**src/rtl/arf_pkg.sv**
```systemverilog
package arf_pkg;

    // Mode word bit positions (decoded by the filter core)
    localparam int MB_SHORT_OK   = 23;
    localparam int MB_PROM_EN    = 21;
    localparam int MB_PROM_CH    = 16;
    localparam int MB_BCAST_EN   = 13;
    localparam int MB_BCAST_CH   = 8;
    localparam int MB_MCAST_EN   = 5;
    localparam int MB_MCAST_CH   = 0;

    localparam int REG_AW        = 4;
    localparam int STEER_W       = 3;

    typedef enum logic [REG_AW-1:0] {
        RA_MODE    = 4'd0,
        RA_UC_SET  = 4'd1,
        RA_UC_CLR  = 4'd2,
        RA_MAXLEN  = 4'd3,
        RA_HASH_LO = 4'd4,
        RA_HASH_HI = 4'd5,
        RA_STA_HI  = 4'd6,
        RA_STA_MID = 4'd7
    } reg_addr_e;

    localparam logic [REG_AW-1:0] RA_STA_LO_BASE = 4'd8;

    typedef struct packed {
        logic               short_ok;
        logic               prom_en;
        logic [STEER_W-1:0] prom_ch;
        logic               bc_en;
        logic [STEER_W-1:0] bc_ch;
        logic               mc_en;
        logic [STEER_W-1:0] mc_ch;
    } mode_t;

    function automatic mode_t decode_mode(input logic [31:0] w);
        mode_t m;
        m.short_ok = w[MB_SHORT_OK];
        m.prom_en  = w[MB_PROM_EN];
        m.prom_ch  = w[MB_PROM_CH +: STEER_W];
        m.bc_en    = w[MB_BCAST_EN];
        m.bc_ch    = w[MB_BCAST_CH +: STEER_W];
        m.mc_en    = w[MB_MCAST_EN];
        m.mc_ch    = w[MB_MCAST_CH +: STEER_W];
        return m;
    endfunction

endpackage

```
**src/rtl/arf_regs.sv**
```systemverilog
module arf_regs
    import arf_pkg::*;
#(
    parameter int NUM_CH     = 8,
    parameter int LEN_W      = 16,
    parameter int MAXLEN_RST = 1522
) (
    input  logic                     clk,
    input  logic                     rst_n,
    input  logic                     wr_en,
    input  logic [REG_AW-1:0]        wr_addr,
    input  logic [31:0]              wr_data,
    input  logic [REG_AW-1:0]        rd_addr,
    output logic [31:0]              rd_data,
    output mode_t                    mode,
    output logic [63:0]              hash_tbl,
    output logic [31:0]              sta_hi,
    output logic [7:0]               sta_mid,
    output logic [NUM_CH-1:0][7:0]   sta_lo,
    output logic [NUM_CH-1:0]        uc_en,
    output logic [LEN_W-1:0]         max_len
);

    typedef struct packed {
        logic [31:0]            mode_w;
        logic [63:0]            hash;
        logic [31:0]            sta_hi;
        logic [7:0]             sta_mid;
        logic [NUM_CH-1:0][7:0] sta_lo;
        logic [NUM_CH-1:0]      uc_en;
        logic [LEN_W-1:0]       max_len;
        logic [31:0]            rd_data;
    } regs_t;

    regs_t r_d, r_q;

    always_comb begin
        r_d = r_q;
        if (wr_en) begin
            unique case (wr_addr)
                RA_MODE:    r_d.mode_w        = wr_data;
                RA_UC_SET:  r_d.uc_en         = r_q.uc_en | wr_data[NUM_CH-1:0];
                RA_UC_CLR:  r_d.uc_en         = r_q.uc_en & ~wr_data[NUM_CH-1:0];
                RA_MAXLEN:  r_d.max_len       = wr_data[LEN_W-1:0];
                RA_HASH_LO: r_d.hash[31:0]    = wr_data;
                RA_HASH_HI: r_d.hash[63:32]   = wr_data;
                RA_STA_HI:  r_d.sta_hi        = wr_data;
                RA_STA_MID: r_d.sta_mid       = wr_data[7:0];
                default: begin
                    for (int c = 0; c < NUM_CH; c++) begin
                        if (wr_addr == RA_STA_LO_BASE + REG_AW'(c))
                            r_d.sta_lo[c] = wr_data[7:0];
                    end
                end
            endcase
        end

        unique case (rd_addr)
            RA_MODE:    r_d.rd_data = r_q.mode_w;
            RA_UC_SET:  r_d.rd_data = 32'(r_q.uc_en);
            RA_UC_CLR:  r_d.rd_data = 32'(r_q.uc_en);
            RA_MAXLEN:  r_d.rd_data = 32'(r_q.max_len);
            RA_HASH_LO: r_d.rd_data = r_q.hash[31:0];
            RA_HASH_HI: r_d.rd_data = r_q.hash[63:32];
            RA_STA_HI:  r_d.rd_data = r_q.sta_hi;
            RA_STA_MID: r_d.rd_data = 32'(r_q.sta_mid);
            default: begin
                r_d.rd_data = '0;
                for (int c = 0; c < NUM_CH; c++) begin
                    if (rd_addr == RA_STA_LO_BASE + REG_AW'(c))
                        r_d.rd_data = 32'(r_q.sta_lo[c]);
                end
            end
        endcase
    end

    always_ff @(posedge clk) begin
        if (!rst_n) begin
            r_q         <= '0;
            r_q.max_len <= LEN_W'(MAXLEN_RST);
        end else begin
            r_q <= r_d;
        end
    end

    assign rd_data  = r_q.rd_data;
    assign mode     = decode_mode(r_q.mode_w);
    assign hash_tbl = r_q.hash;
    assign sta_hi   = r_q.sta_hi;
    assign sta_mid  = r_q.sta_mid;
    assign sta_lo   = r_q.sta_lo;
    assign uc_en    = r_q.uc_en;
    assign max_len  = r_q.max_len;

    // clear write removes every bit written as 1
    a_r3_clear_bits: assert property (@(posedge clk) disable iff (!rst_n)
        (wr_en && wr_addr == RA_UC_CLR) |=> ((uc_en & $past(wr_data[NUM_CH-1:0])) == '0));

    // set write keeps every bit written as 1
    a_r3_set_bits: assert property (@(posedge clk) disable iff (!rst_n)
        (wr_en && wr_addr == RA_UC_SET) |=> ((uc_en & $past(wr_data[NUM_CH-1:0])) == $past(wr_data[NUM_CH-1:0])));

endmodule

```
**src/rtl/arf_hash.sv**
```systemverilog
module arf_hash (
    input  logic [47:0] dst,
    output logic [5:0]  idx
);

    logic [5:0] term [6];

    for (genvar i = 0; i < 6; i++) begin : g_term
        logic [7:0] b;
        assign b = dst[47-8*i -: 8];
        if (i % 3 == 0) begin : g_s24
            assign term[i] = b[7:2] ^ {b[1:0], 4'b0000};
        end else if (i % 3 == 1) begin : g_s42
            assign term[i] = {2'b00, b[7:4]} ^ {b[3:0], 2'b00};
        end else begin : g_s60
            assign term[i] = {4'b0000, b[7:6]} ^ b[5:0];
        end
    end

    assign idx = term[0] ^ term[1] ^ term[2] ^ term[3] ^ term[4] ^ term[5];

endmodule

```
**src/rtl/arf_ucast.sv**
```systemverilog
module arf_ucast #(
    parameter int NUM_CH = 8,
    parameter int CH_W   = 3
) (
    input  logic                   clk,
    input  logic                   rst_n,
    input  logic [47:0]            dst,
    input  logic [31:0]            sta_hi,
    input  logic [7:0]             sta_mid,
    input  logic [NUM_CH-1:0][7:0] sta_lo,
    input  logic [NUM_CH-1:0]      uc_en,
    output logic                   hit,
    output logic [CH_W-1:0]        ch
);

    logic             upper_ok;
    logic [NUM_CH-1:0] match;

    // station bytes 0..3 are packed little-endian in sta_hi
    assign upper_ok = (dst[47:40] == sta_hi[7:0])   &&
                      (dst[39:32] == sta_hi[15:8])  &&
                      (dst[31:24] == sta_hi[23:16]) &&
                      (dst[23:16] == sta_hi[31:24]) &&
                      (dst[15:8]  == sta_mid);

    for (genvar c = 0; c < NUM_CH; c++) begin : g_chan
        assign match[c] = uc_en[c] && upper_ok && (dst[7:0] == sta_lo[c]);
    end

    always_comb begin
        hit = 1'b0;
        ch  = '0;
        for (int c = NUM_CH - 1; c >= 0; c--) begin
            if (match[c]) begin
                hit = 1'b1;
                ch  = CH_W'(c);
            end
        end
    end

    // a reported channel is always one that is enabled
    a_r4_hit_enabled: assert property (@(posedge clk) disable iff (!rst_n)
        hit |-> uc_en[ch]);

endmodule

```
**src/rtl/arf_filter.sv**
```systemverilog
module arf_filter
    import arf_pkg::*;
#(
    parameter int NUM_CH     = 8,
    parameter int LEN_W      = 16,
    parameter int MIN_LEN    = 64,
    parameter int MAXLEN_RST = 1522
) (
    input  logic              clk,
    input  logic              rst_n,
    input  logic              cfg_wr_en,
    input  logic [REG_AW-1:0] cfg_wr_addr,
    input  logic [31:0]       cfg_wr_data,
    input  logic [REG_AW-1:0] cfg_rd_addr,
    output logic [31:0]       cfg_rd_data,
    input  logic              rx_valid,
    input  logic [47:0]       rx_dst,
    input  logic [LEN_W-1:0]  rx_len,
    output logic              dec_valid,
    output logic              dec_accept,
    output logic [STEER_W-1:0] dec_chan
);

    localparam int CH_W = STEER_W;

    mode_t                  mode;
    logic [63:0]            hash_tbl;
    logic [31:0]            sta_hi;
    logic [7:0]             sta_mid;
    logic [NUM_CH-1:0][7:0] sta_lo;
    logic [NUM_CH-1:0]      uc_en;
    logic [LEN_W-1:0]       max_len;
    logic [5:0]             hidx;
    logic                   uc_hit;
    logic [CH_W-1:0]        uc_ch;

    arf_regs #(.NUM_CH(NUM_CH), .LEN_W(LEN_W), .MAXLEN_RST(MAXLEN_RST)) u_regs (
        .clk(clk), .rst_n(rst_n),
        .wr_en(cfg_wr_en), .wr_addr(cfg_wr_addr), .wr_data(cfg_wr_data),
        .rd_addr(cfg_rd_addr), .rd_data(cfg_rd_data),
        .mode(mode), .hash_tbl(hash_tbl), .sta_hi(sta_hi), .sta_mid(sta_mid),
        .sta_lo(sta_lo), .uc_en(uc_en), .max_len(max_len)
    );

    arf_hash u_hash (.dst(rx_dst), .idx(hidx));

    arf_ucast #(.NUM_CH(NUM_CH), .CH_W(CH_W)) u_ucast (
        .clk(clk), .rst_n(rst_n), .dst(rx_dst),
        .sta_hi(sta_hi), .sta_mid(sta_mid), .sta_lo(sta_lo), .uc_en(uc_en),
        .hit(uc_hit), .ch(uc_ch)
    );

    typedef struct packed {
        logic            valid;
        logic            accept;
        logic [CH_W-1:0] chan;
    } dec_t;

    dec_t s_d, s_q;
    logic is_bc, is_mc, too_long, too_short;

    always_comb begin
        is_bc     = &rx_dst;
        is_mc     = rx_dst[40] && !is_bc;
        too_long  = rx_len > max_len;
        too_short = (rx_len < LEN_W'(MIN_LEN)) && !mode.short_ok;

        s_d       = '0;
        s_d.valid = rx_valid;
        if (rx_valid) begin
            if (mode.prom_en) begin
                s_d.accept = 1'b1;
                s_d.chan   = mode.prom_ch;
            end else if (!too_long && !too_short) begin
                if (is_bc) begin
                    if (mode.bc_en) begin
                        s_d.accept = 1'b1;
                        s_d.chan   = mode.bc_ch;
                    end
                end else if (is_mc) begin
                    if (mode.mc_en && hash_tbl[hidx]) begin
                        s_d.accept = 1'b1;
                        s_d.chan   = mode.mc_ch;
                    end
                end else if (uc_hit) begin
                    s_d.accept = 1'b1;
                    s_d.chan   = uc_ch;
                end
            end
        end
    end

    always_ff @(posedge clk) begin
        if (!rst_n) s_q <= '0;
        else        s_q <= s_d;
    end

    assign dec_valid  = s_q.valid;
    assign dec_accept = s_q.accept;
    assign dec_chan   = s_q.chan;

    // one decision per presented frame, one cycle later
    a_r11_valid_follows: assert property (@(posedge clk) disable iff (!rst_n)
        rx_valid |=> dec_valid);
    a_r11_no_spurious: assert property (@(posedge clk) disable iff (!rst_n)
        !rx_valid |=> !dec_valid);
    a_r11_drop_chan_zero: assert property (@(posedge clk) disable iff (!rst_n)
        (dec_valid && !dec_accept) |-> dec_chan == '0);

    // promiscuous overrides everything
    a_r8_prom_accept: assert property (@(posedge clk) disable iff (!rst_n)
        (rx_valid && mode.prom_en) |=> (dec_accept && dec_chan == $past(mode.prom_ch)));

    // over-length frames are dropped
    a_r9_long_drop: assert property (@(posedge clk) disable iff (!rst_n)
        (rx_valid && !mode.prom_en && rx_len > max_len) |=> !dec_accept);

    // runt frames are dropped unless allowed
    a_r10_short_drop: assert property (@(posedge clk) disable iff (!rst_n)
        (rx_valid && !mode.prom_en && !mode.short_ok && rx_len < LEN_W'(MIN_LEN)) |=> !dec_accept);

    // broadcast disabled means dropped, whatever the hash table holds
    a_r5_bcast_off: assert property (@(posedge clk) disable iff (!rst_n)
        (rx_valid && !mode.prom_en && (&rx_dst) && !mode.bc_en) |=> !dec_accept);

    // multicast disabled means dropped
    a_r6_mcast_off: assert property (@(posedge clk) disable iff (!rst_n)
        (rx_valid && !mode.prom_en && rx_dst[40] && !(&rx_dst) && !mode.mc_en) |=> !dec_accept);

endmodule

```
**config.mk**
```make
export PLATFORM = sky130hd
export DESIGN_NAME = arf_filter
export DESIGN_NICKNAME = d
export VERILOG_FILES = /design/src/rtl/arf_pkg.sv /design/src/rtl/arf_regs.sv /design/src/rtl/arf_hash.sv /design/src/rtl/arf_ucast.sv /design/src/rtl/arf_filter.sv
export SDC_FILE = /design/constraint.sdc
export NUM_CORES = 1
export LEC_CHECK = 0
export BUFFER_PORTS_ARGS = -buffer_cell sky130_fd_sc_hd__buf_2
export CAP_MARGIN = 20
export CORE_AREA = 2 2 234 178
export DETAILED_ROUTE_END_ITERATION = 10
export DIE_AREA = 0 0 236 180
export GPL_TIMING_DRIVEN = 0
export SLEW_MARGIN = 20
export SYNTH_ARGS = -nofsm -noshare
export SYNTH_HDL_FRONTEND = slang
export SYNTH_SLANG_ARGS = --single-unit
```
**constraint.sdc**
```tcl
create_clock -name clk -period 4.8 [get_ports clk]
set_input_delay 1.44 -clock clk [delete_from_list [all_inputs] [get_ports clk]]
set_output_delay 1.44 -clock clk [all_outputs]
set_load 0.1 [all_outputs]
```
==> results.json, run 1 <==
{
  "outcome": "complete, no violations",
  "wl_met1_mm": 24.96,
  "synth_top_area_share_pct": 37.49,
  "hold_violations": 0,
  "syn_area_um2": 13940,
  "via_per_inst": 5.596,
  "cp-start-kind": "primary input",
  "n_antenna_cell": 0,
  "path_cells": "clkbuf_1, buf_1, nand2_1, nor3_1, clkbuf_1, a222oi_1, a31oi_1, o21a_1",
  "cts_resized": 0,
  "synth-edff-count": 0,
  "p_leak_nw": 5.620,
  "fin_ws_ns": 0.7396,
  "max_slew.worst_pin.slew_ns": 1.206,
  "drive_gt1_share_pct": 13.30,
  "ys_seq_elements": 261,
  "numCtsBuffers": 27,
  "cts.sinks": 261,
  "crit_slowest_cell": "nor3_1",
  "avgRoutedWirePerCell_um": 23.15,
  "ios": 145,
  "synth_area_per_cell_um2": 8.572,
  "firstDrtPassIters": 7,
  "slew_violations": 0,
  "wl_mm": 54.01,
  "antenna_found_initial": 0,
  "fmax_mhz": 246.3,
  "dieArea_um2": 42480,
  "finalNonFillerCells": 2333,
  "area_growth_pct": 16.72,
  "ant_nets": 0,
  "cts_setup_buffers": 0,
  "overflow": 0,
  "cp_common_cell": "clkbuf_1",
  "place_ws_ns": 0.2580,
  "synth_ff_type": "dfxtp_1",
  "cp-end-kind": "register",
  "max_slew_margin_pct": 18.98,
  "cts_tree": "built",
  "die_x_um": 236,
  "synth.area.top_cells": "dfxtp_1 (37%), nand2_1 (9.5%), xnor2_1 (8.3%)",
  "synth.largest_area_cell": "dfxtp_1",
  "fin_skew_ns": 0.01334,
  "insertion_delay_ns": 0.56,
  "nNetsFinal": 1909,
  "finalSetupTns_ns": 0,
  "finalSetupViolCount": 0,
  "ctsLongestPathBuffers": 3,
  "slowest_delay_ns": 0.69,
  "yosys_warnings": 0,
  "via_count": 13060,
  "dr.max_layer_used": "met4",
  "required_ns": 5.28,
  "clkTransAtPathRegs_ns": 0.06,
  "crit_fanout": 10,
  "grt_pass1_wl_mm": 80.17,
  "grt_start_max_net_pins": 15,
  "grt.total_usage_pct": 24.94,
  "rsz0062_at_grt": "no",
  "min_period_over_period_pct": 84.59,
  "grt_pass1_vias": 12370,
  "syn_nets": 1750,
  "p_per_area_nw_per_um2": 336.9,
  "drc": 0,
  "wl_met2_mm": 21.64,
  "stdcell_area_um2": 16270,
  "crit_arrival_ns": 4.54,
  "initial_core_util_pct": 34.60,
  "die_y_um": 180,
  "synth_cell_types": 61,
  "port_buffers": 130,
  "core_um2": 40280,
  "hold_path.class": "register to register",
  "vdd_drop_max_v": 0.0002472,
  "wl_met3_mm": 6.446,
  "cts-hold-fix-buffers": 0,
  "ys_seq_area_share_pct": 37.49,
  "dpl.hpwl_mm": 41.64,
  "place_inst": 2284,
  "fin_util_pct": 40.39,
  "dpl_cell_area_um2": 15250,
  "num_rows": 64,
  "cts-root-buf": "clkbuf_16",
  "gp_congestion": 0.9586,
  "criticalPathCategory": "primary input to register",
  "async_reset_ff_share_pct": 0,
  "netlist_instances": 1626,
  "drv_cap": 0,
  "drt_iter0_markers": 1600,
  "fin_crit_ns": 4.060,
  "cts_max_level": 1
}
[power breakdown]
group	internal (mW)	total, mW	switching, mW
logic	0.296	0.815	0.520
registers	2.19	2.22	0.0303
clock network	1.49	2.44	0.955
[Yosys cell counts (all sizes together) (3+ instances only)]
cell type,count
mux4,14
a222oi,4
ha,16
nor2,35
inv,22
xnor2,133
a22o,4
buf,46
a211oi,6
a21o,6
a221oi,5
or2,5
nand2,354
clkbuf,93
nor2b,83
a21oi,30
nor4,11
a22oi,58
a21boi,139
nand3,22
o211ai,9
xor2,14
nor3,17
nand4,37
o21a,6
a31oi,13
o21ai,18
or4,3
mux2i,102
mux2,4
clkinv,3
nand2b,9
dfxtp,261
or3,7
nand3b,3
o22ai,11
a41oi,3
[layout make-up]
| class | instances | area, um2 |
|---|---|---|
| sequential | 261 | 5225 |
| clock inverter | 15 | 262.8 |
| fill | 4072 | 24010 |
| buffer | 139 | 683.2 |
| tap | 528 | 660.6 |
| multi-input combinational | 1201 | 7941 |
| inverter | 25 | 93.84 |
| timing repair buffer | 130 | 650.6 |
| clock buffer | 34 | 752.0 |
[per-layer routing]
layer  global-route usage, %  vias up
met4                   4.408        0
li1                        -     5898
met1                   37.91     6382
met5                       0        -
met3                   5.666       72
met2                   35.83      704
[registers in the layout (all words and copies together), names as in the netlist, named ones only]
signal	count
dec_valid	1
u_regs.sta_lo	64
u_regs.sta_hi	32
u_regs.sta_mid	8
dec_chan	3
u_regs.hash_tbl	64
u_regs.rd_data	32
u_regs.r_q	19
dec_accept	1
u_regs.max_len	16
u_regs.mode	13
[cell usage in the layout (no fill, tap or decap), types with 6 or more instances in the layout]
master	netlist	layout
a211oi_1	6	6
a21boi_1	138	138
a21o_1	6	6
a21oi_1	30	30
a22oi_1	58	58
a31oi_1	13	13
buf_2	6	136
buf_4	33	33
bufinv_16	0	7
clkbuf_1	93	95
clkbuf_16	0	27
dfxtp_1	261	261
ha_1	16	16
inv_1	22	22
mux2i_1	102	102
mux4_2	13	13
nand2_1	354	354
nand2b_1	9	9
nand3_1	22	22
nand4_1	37	37
nor2_1	35	35
nor2b_1	83	83
nor3_1	17	16
nor4_1	11	11
o211ai_1	9	9
o21a_1	6	6
o21ai_0	15	15
o22ai_1	11	11
or3_1	7	7
xnor2_1	132	132
xor2_1	14	14
[worst max-delay path, delay by kind of cell]
kind	cells	cell delay, ns
AOI/OAI and AO/OA	3	0.61
buffers and inverters	3	1.54
and+or+nand+nor	2	0.94
[through the flow]
step                power (mW)  hold WS (ns)
floorplan                2.770        0.4346
global placement         3.059        0.4415
detailed placement       3.066        0.4466
CTS                      5.476        0.4565
global route             5.630        0.4765
finish                   5.481        0.4532
[worst paths after layout]
path | start | endpoint | slack (ns) | cells after the start
min reg2reg | u_regs.r_q[250]$_SDFFE_PN0P_ | u_regs.r_q[250]$_SDFFE_PN0P_ | 0.45 | 2
max reg2reg | u_regs.max_len[1]$_SDFFE_PN1P_ | dec_chan[0]$_SDFF_PN0_ | 1.67 | 11
max | cfg_rd_addr[0] | u_regs.rd_data[5]$_SDFF_PN0_ | 0.74 | 8
min | u_regs.r_q[250]$_SDFFE_PN0P_ | u_regs.r_q[250]$_SDFFE_PN0P_ | 0.45 | 2
[kinds of logic after synthesis]
logic type	synth area share (%)
buffers and inverters	5.574
flip-flops	37.49
multiplexers	9.937
adder cells (fa/ha/maj)	1.436
XOR/XNOR	9.372
AO/OA/AOI/OAI	16.89
AND/OR/NAND/NOR	19.30
Power figures use the tool's default switching activity.
==> run 2, diff against run 1 <==
Settings changed: ABC_AREA set to 1, CORE_AREA 2 2 234 178 to 2 2 230 175, DIE_AREA 0 0 236 180 to 0 0 232 177.
Clock period 4.8 ns to 3.9 ns, I/O delays scaled along.
==> results.json, run 2 <==
{
  "finalNonFillerCells": 2590,
  "dpl_cell_area_um2": 14760,
  "cts_resized": 0,
  "max_slew.worst_pin.slew_ns": 1.195,
  "crit_fanout": 10,
  "place_ws_ns": 0.01009,
  "fillers": 4110,
  "synth_area_per_cell_um2": 7.129,
  "fin_crit_ns": 3.495,
  "netlist_instances": 1885,
  "synthTopCellsByCount": "dfxtp_1 (261), o21ai_0 (237), nand2_1 (227)",
  "ys_seq_elements": 261,
  "cts-hold-fix-buffers": 0,
  "n_antenna_cell": 0,
  "fin_ws_ns": 0.4052,
  "cts_max_level": 1,
  "hold_depth": 2,
  "fin_util_pct": 40.37,
  "slew_violations": 0,
  "fin_skew_ns": 0.01587,
  "hold_violations": 0,
  "fmax_mhz": 286.1,
  "crit_arrival_ns": 3.98,
  "grt.total_usage_pct": 28.79,
  "via_count": 14860,
  "r2r-start": "u_regs.sta_hi[10]$_SDFFE_PN0P_",
  "regArea_um2": 5225,
  "die_y_um": 177,
  "regToRegSetupSlack_ns": 0.99,
  "area_growth_pct": 17.23,
  "ant_nets": 0,
  "seqPwrFrac_pct": 41.1,
  "syn_area_um2": 13440,
  "final_common_cell": "dfxtp_1",
  "required_ns": 4.38,
  "finalSetupViolCount": 0,
  "min_period_over_period_pct": 89.61,
  "overflow": 0,
  "drv_cap": 0,
  "place_inst": 2539,
  "cts.sinks": 261,
  "multi_input_area_um2": 6818,
  "layout_common_cells": "dfxtp_1 (261), o21ai_0 (237), nand2_1 (227)",
  "drive_gt1_share_pct": 11.93,
  "ctsLongestPathBuffers": 3,
  "rsz0062_at_grt": "no",
  "finalSetupTns_ns": 0,
  "cts_setup_buffers": 0,
  "synth-edff-count": 0,
  "wl_mm": 60.69,
  "numCtsBuffers": 29,
  "yosys.cell_count.top_type": "dfxtp_1",
  "drt_iter0_markers": 2092,
  "initial_core_util_pct": 34.44,
  "drc": 0,
  "stdcell_area_um2": 15750,
  "async_reset_ff_share_pct": 0,
  "synth.largest_area_cell": "dfxtp_1",
  "gp_congestion": 0.9974,
  "max_slew_margin_pct": 20.05,
  "insertion_delay_ns": 0.57,
  "p_leak_nw": 6.143,
  "avgRoutedWirePerCell_um": 23.43,
  "reg2reg_depth": 13,
  "port_buffers": 134,
  "via_per_inst": 5.737,
  "firstDrtPassIters": 6,
  "ys_seq_area_share_pct": 38.88,
  "rr_endpoint": "dec_chan[1]$_SDFF_PN0_",
  "grt_pass1_vias": 13270,
  "hold_path.startpoint": "u_regs.r_q[238]$_SDFFE_PN0P_",
  "outcome": "complete, no violations",
  "dpl.hpwl_mm": 46.50,
  "startpoint": "rx_dst[1]",
  "combPwrFrac_pct": 15.7,
  "criticalPathCategory": "primary input to register",
  "min_to": "u_regs.r_q[238]$_SDFFE_PN0P_",
  "swShare_pct": 29.42,
  "yosys_warnings": 0,
  "grt_pass1_wl_mm": 87.57,
  "p_int_mw": 4.753,
  "synth_top_area_share_pct": 38.88,
  "pwr-share-clk_pct": 43.2,
  "grt_start_max_net_pins": 14,
  "cp-start-kind": "primary input",
  "power_switching_mw": 1.981,
  "synth_cell_types": 40,
  "vdd_drop_max_v": 0.0002953,
  "syn_nets": 2009,
  "clkTransAtPathRegs_ns": 0.06,
  "core_um2": 39020,
  "num_rows": 63,
  "cp-end-kind": "register",
  "hold_path.class": "register to register",
  "synth.area.top_cells": "dfxtp_1 (39%), o21ai_0 (8.8%), a21oi_1 (7.5%)",
  "dieArea_um2": 41060,
  "die_x_um": 232,
  "ios": 145,
  "cts-root-buf": "clkbuf_16",
  "cts_tree": "built",
  "synth_ff_type": "dfxtp_1",
  "nNetsFinal": 2174,
  "p_per_area_nw_per_um2": 427.5,
  "antenna_found_initial": 0
}
[run 2: cell type report]
type                    count  share of cell area [%]
clock buffers              43                   5.576
plain buffers             132                   4.210
repair buffers            134                   4.257
inverters                 195                   4.647
multi-input cells        1297                   43.28
well taps                 520                   4.130
clock inverters             8                  0.7307
flip-flops and latches    261                   33.17
[run 2: kinds of logic after synthesis]
| kind of cell | synth area share (%) |
|---|---|
| AND/OR/NAND/NOR | 20.53 |
| AO/OA/AOI/OAI | 23.51 |
| adder cells (fa/ha/maj) | 1.490 |
| buffers and inverters | 10.38 |
| flip-flops | 38.88 |
| XOR/XNOR | 5.205 |
[run 2: routing by layer]
layer  GRT usage, %  vias to the layer above  routed length (um)
met5              0                        -                   0
met4          6.143                        0                1303
met3          8.376                       90                8361
met2          38.23                      954               22990
met1          44.69                     7063               28040
li1               -                     6752                   -
[run 2: worst max path at each step]
stage	end	slack, ns	cells after the start
after floorplan	dec_accept$_SDFF_PN0_	1.05	18
after global placement	dec_chan[0]$_SDFF_PN0_	-0.006	13
after detailed placement	dec_chan[0]$_SDFF_PN0_	0.01	13
after CTS	dec_chan[0]$_SDFF_PN0_	0.58	13
after global routing	dec_chan[1]$_SDFF_PN0_	0.21	13
final	dec_chan[1]$_SDFF_PN0_	0.41	14
[run 2: through the flow]
stage | hold slack (ns) | total power [mW]
detailed placement | 0.4379 | 3.837
floorplan | 0.4235 | 3.409
global placement | 0.4331 | 3.829
finish | 0.4439 | 6.734
CTS | 0.4474 | 6.696
global route | 0.4614 | 6.914
[run 2: worst max-delay path: stages]
cell	delay, ns
buf_2	0.12
buf_2	0.32
inv_1	0.35
a221oi_1	0.38
nand3_1	0.16
o21ai_0	0.51
o21ai_0	0.22
nand3_1	0.19
nand2_1	0.06
nor2_1	0.13
nor2_1	0.05
nand2_1	0.07
nand2_1	0.09
a21oi_1	0.14
[run 2: power by group through the flow]
stage | combinational (mW) | sequential (mW) | clock [mW]
after floorplan | 0.600 | 2.81 | 0
after global placement | 1.01 | 2.82 | 0
after detailed placement | 1.01 | 2.82 | 0
after CTS | 1.02 | 2.76 | 2.91
after global routing | 1.12 | 2.77 | 3.02
final | 1.06 | 2.77 | 2.91
